==> src/rtl/vliw_byte_fetch.sv <==
module vliw_byte_fetch #(
  parameter int ADDR_W = 8,
  parameter int BYTE_W = 8,
  parameter int BYTES  = 3,
  parameter int IDX_W  = 7
) (
  input  logic                      clk,
  input  logic                      rst_n,
  input  logic                      redirect,
  input  logic [IDX_W-1:0]          redirect_idx,
  input  logic [BYTE_W-1:0]         mem_data,
  output logic [ADDR_W-1:0]         mem_addr,
  output logic [BYTE_W*BYTES-1:0]   instr_word,
  output logic                      instr_valid
);
  localparam int WORD_W = BYTE_W * BYTES;
  localparam int SLOT_W = (BYTES > 1) ? $clog2(BYTES) : 1;
  localparam logic [SLOT_W-1:0] LAST = SLOT_W'(BYTES - 1);

  logic [SLOT_W-1:0] slot;
  logic [BYTE_W-1:0] cap_q;
  logic [WORD_W-1:0] acc;
  logic              pend_q;
  logic [IDX_W-1:0]  pidx_q;

  wire               at_end = (slot == LAST);
  wire               take   = redirect | pend_q;
  wire [IDX_W-1:0]   tidx   = redirect ? redirect_idx : pidx_q;
  wire [ADDR_W-1:0]  target = ADDR_W'(32'(tidx) * BYTES);
  wire [WORD_W-1:0]  acc_n  = {acc[WORD_W-BYTE_W-1:0], cap_q};

  always_ff @(negedge clk or negedge rst_n)
    if (!rst_n) cap_q <= '0;
    else        cap_q <= mem_data;

  always_ff @(posedge clk or negedge rst_n)
    if (!rst_n) begin
      slot <= '0;
      mem_addr <= '0;
      acc <= '0;
      pend_q <= 1'b0;
      pidx_q <= '0;
      instr_word <= '0;
      instr_valid <= 1'b0;
    end else begin
      acc <= acc_n;
      instr_valid <= at_end;
      if (at_end) begin
        slot <= '0;
        instr_word <= acc_n;
        pend_q <= 1'b0;
        mem_addr <= take ? target : mem_addr + 1'b1;
      end else begin
        slot <= slot + 1'b1;
        mem_addr <= mem_addr + 1'b1;
        if (redirect) begin
          pend_q <= 1'b1;
          pidx_q <= redirect_idx;
        end
      end
    end
endmodule

==> config.mk <==
export PLATFORM = sky130hd
export DESIGN_NAME = vliw_byte_fetch
export DESIGN_NICKNAME = d
export VERILOG_FILES = /design/src/rtl/vliw_byte_fetch.sv
export SDC_FILE = /design/constraint.sdc
export NUM_CORES = 1
export LEC_CHECK = 0
export BUFFER_PORTS_ARGS = -buffer_cell sky130_fd_sc_hd__buf_4
export CAP_MARGIN = 25
export CELL_PAD_IN_SITES_DETAIL_PLACEMENT = 1
export CELL_PAD_IN_SITES_GLOBAL_PLACEMENT = 1
export CORE_ASPECT_RATIO = 1.1
export CORE_MARGIN = 3
export CORE_UTILIZATION = 40
export CTS_CLUSTER_DIAMETER = 150
export DETAILED_ROUTE_END_ITERATION = 10
export PLACE_DENSITY = 0.73
export SLEW_MARGIN = 20
export SYNTH_ARGS = -nofsm -noshare
export SYNTH_HDL_FRONTEND = slang
export SYNTH_SLANG_ARGS = --single-unit
==> constraint.sdc <==
create_clock -name clk -period 2.6 [get_ports clk]
set_input_delay 0.13 -clock clk [delete_from_list [all_inputs] [get_ports clk]]
set_output_delay 0.13 -clock clk [all_outputs]
set_load 0.05 [all_outputs]
==> metrics.txt <==
GR Util All Layers=16.9%; main combinational cell family by area after synthesis=simple AND/OR/NAND/NOR gates; Layout area overhead=24.0%; Netlist cell types=39; H-Tree Depth=3; f_max=430 MHz; Setup CP Type=reg -> reg; final worst slack=0.275 ns; RSZ-0062 raised after global routing=no; Worst Tran Pin Value=0.387 ns; Yosys top cell area share=55.3%; CTS clk-pin slew, worst paths=0.08 ns; Power Density=804 mW/mm2; total number of vias=1,942; crit path time final=2.32 ns; Hold WC Path Type=in -> reg; Post-synth top flop=dfrtp_1; setup tns final=0 ns; Post-synth top cells=nand2_1, dfrtp_1, nor2_1; fin cells=390; overall die area=0.00769 mm2; multi-input logic area=917 um2; EDFF count, synth=0; ant diodes=0; share of flip-flops with an asynchronous set or reset=100%; gpl congestion=0.792; Post-Syn Nets=273; count leader, synth=nand2_1; layout cells sized above 1=26.8%; r2r setup slk=0.28 ns; Hold Worst Slack=0.141 ns; vias per cell=4.98; largest net degree at the start of global routing=31; Data required, critical path=2.82 ns; synthesized cell area=0.00267 mm2; row cnt=30; Max-slew headroom=74.2%; design area=0.00331 mm2; first-pass GRT wire length=10,100 um; fin nets=331; Post-Synth Adder-Cell Area=4.03%; post-CTS setup buffer count=0; Routed WL=6020 um; WP data arrival=2.54 ns; Tcrit/Tclk final=89.4%; initial core utilization=42.3%; vias in the first global route=2,003; clock sink count=67; clk_skew=0.0137 ns; sequential element share of the synthesized area=62.8%; max incr delay on CP=0.43 ns; Top Family by Delay on Critical Path=compound AO/OA/AOI/OAI gates; Iteration-0 DRC Markers=57; total power=2.66 mW; CTS tree=yes; Lkg Pwr=1.63 nW; dpl ws=0.258 ns; Crit Path Max Fanout=4; IO Count=51; cell count after synthesis=247; Routed Antenna Nets=0; Synth area leader=dfrtp_1; CTS root buf=clkbuf_8; max-cap violation count=0; WL/cell=15.4 um; DP Wirelength=4390 um; fillcell total=708; synth top area cells=dfrtp_1, nand2_1, dfrtn_1, ha_1, nor2_1; Bufs on Longest Clock Path=2; Bufs and invs on worst path=0; Critical R2R Launch=pidx_q[1]; Residual DRC=0; Yosys warning count=0; first-pass iteration count of the detailed router=4; post-synthesis compound-gate area fraction=6.47%; min-delay src=redirect_idx[6]; Post-Place Cells=373; total CTS buffers=9; Reg2Reg Depth=7; reg-to-reg critical path endpoint=mem_addr[7]; status=completed; CORE AREA=0.00631 mm2; flip-flop and latch area=0.00168 mm2; multiplexer share of the synthesized area=3.75%; initial antenna violation count=0; worst path cell trace=mux2_2 -> ha_1 -> fa_1 -> a211oi_1 -> o21bai_1 -> o311ai_1 -> nor2_1; Cells on Worst Hold Path=3; Crit. End Element=register; DP Area=0.00313 mm2; PortBufs=50; WHS Endpoint=pidx_q[6]; final hold violation count=0; setup violators final=0; Pins Over Slew Limit=0; post-layout util=52.5%; Peak VDD IR=0.379 mV; Chip Width=83.9 um; CP startpoint kind=register; FF+latch count, synth=67; Synth Area in Simple Gates=18.5%; die height=91.7 um; Skew-Pair Late Insertion Delay=0.34 ns; average cell area after synthesis=10.8 um2; global route overflow=0; Synth Area in XOR/XNOR=1.64%; slowest CP cell=fa_1
==> cell usage in the layout (no fill, tap or decap), types with 3 or more instances in the layout <==
cell      netlist  layout
a211oi_1        5       5
dfrtn_1         8       8
nor2_1         22      22
a21o_1          3       3
ha_1            7       7
buf_4           0      56
nand4_1         3       3
clkbuf_8        0       9
o21ai_0         8       8
dfrtp_1        59      59
mux2i_1         3       3
mux2_2          5       5
xnor2_1         3       3
nand2_1        77      77
nand3_1         6       6
==> worst max-delay path by stage <==
stage / startpoint / end / slack (ns) / cells after the start
after floorplan: pidx_q[1] / mem_addr[7] / 0.46 / 7
after global placement: redirect / mem_addr[7] / 0.33 / 8
after detailed placement: redirect / mem_addr[7] / 0.26 / 8
after CTS: pidx_q[0] / mem_addr[7] / 0.26 / 8
after global routing: pidx_q[0] / mem_addr[7] / 0.03 / 8
final: pidx_q[1] / mem_addr[7] / 0.28 / 7
==> cells by family (layout without fill, tap and decap cells) <==
group | Yosys count | after routing
and+or+nand+nor | 119 | 119
DFF | 67 | 67
AOI/OAI and AO/OA | 26 | 26
buffers and inverters | 13 | 76
muxes | 9 | 9
adders and majority gates | 8 | 8
xor gates and xnor gates | 5 | 5
==> where the power goes <==
part	internal (mW)	switching, mW
clock network	0.352	0.413
logic	0.234	0.435
registers	1.14	0.0871
==> tightest hold or removal path, cell delays in order <==
cell and delay [ns]:
buf_4 0.08, mux2i_2 0.09, a21oi_1 0.14
==> metal layers <==
metal  up-vias  wire length, um  global-route usage, %
met3        11              206                   3.32
met1       967             2650                   21.6
met5         -                0                      0
met2        38             3060                   28.2
li1        926                -                      -
met4         0              105                   7.24
==> area by class of cell <==
class | count | share of cell area (%)
Multi-Input combinational cell | 167 | 27.7
Inverter | 3 | 0.340
Clock inverter | 7 | 1.59
Timing Repair Buffer | 57 | 13.0
Clock buffer | 9 | 3.74
Sequential cell | 67 | 50.6
Tap cell | 80 | 3.02
==> sequential cells by signal, summed over array words and instances (netlist names) <==
signal and flops:
slot 2, pidx_q 7, instr_word 24, pend_q 1, mem_addr 8, cap_q 8
instr_valid 1, acc 16
==> timing repair <==
action	CTS	global route
hold buffers	1	0
hold endpoints to repair	17	0
gates resized for setup	0	0
(Power assumes the default switching activity.)
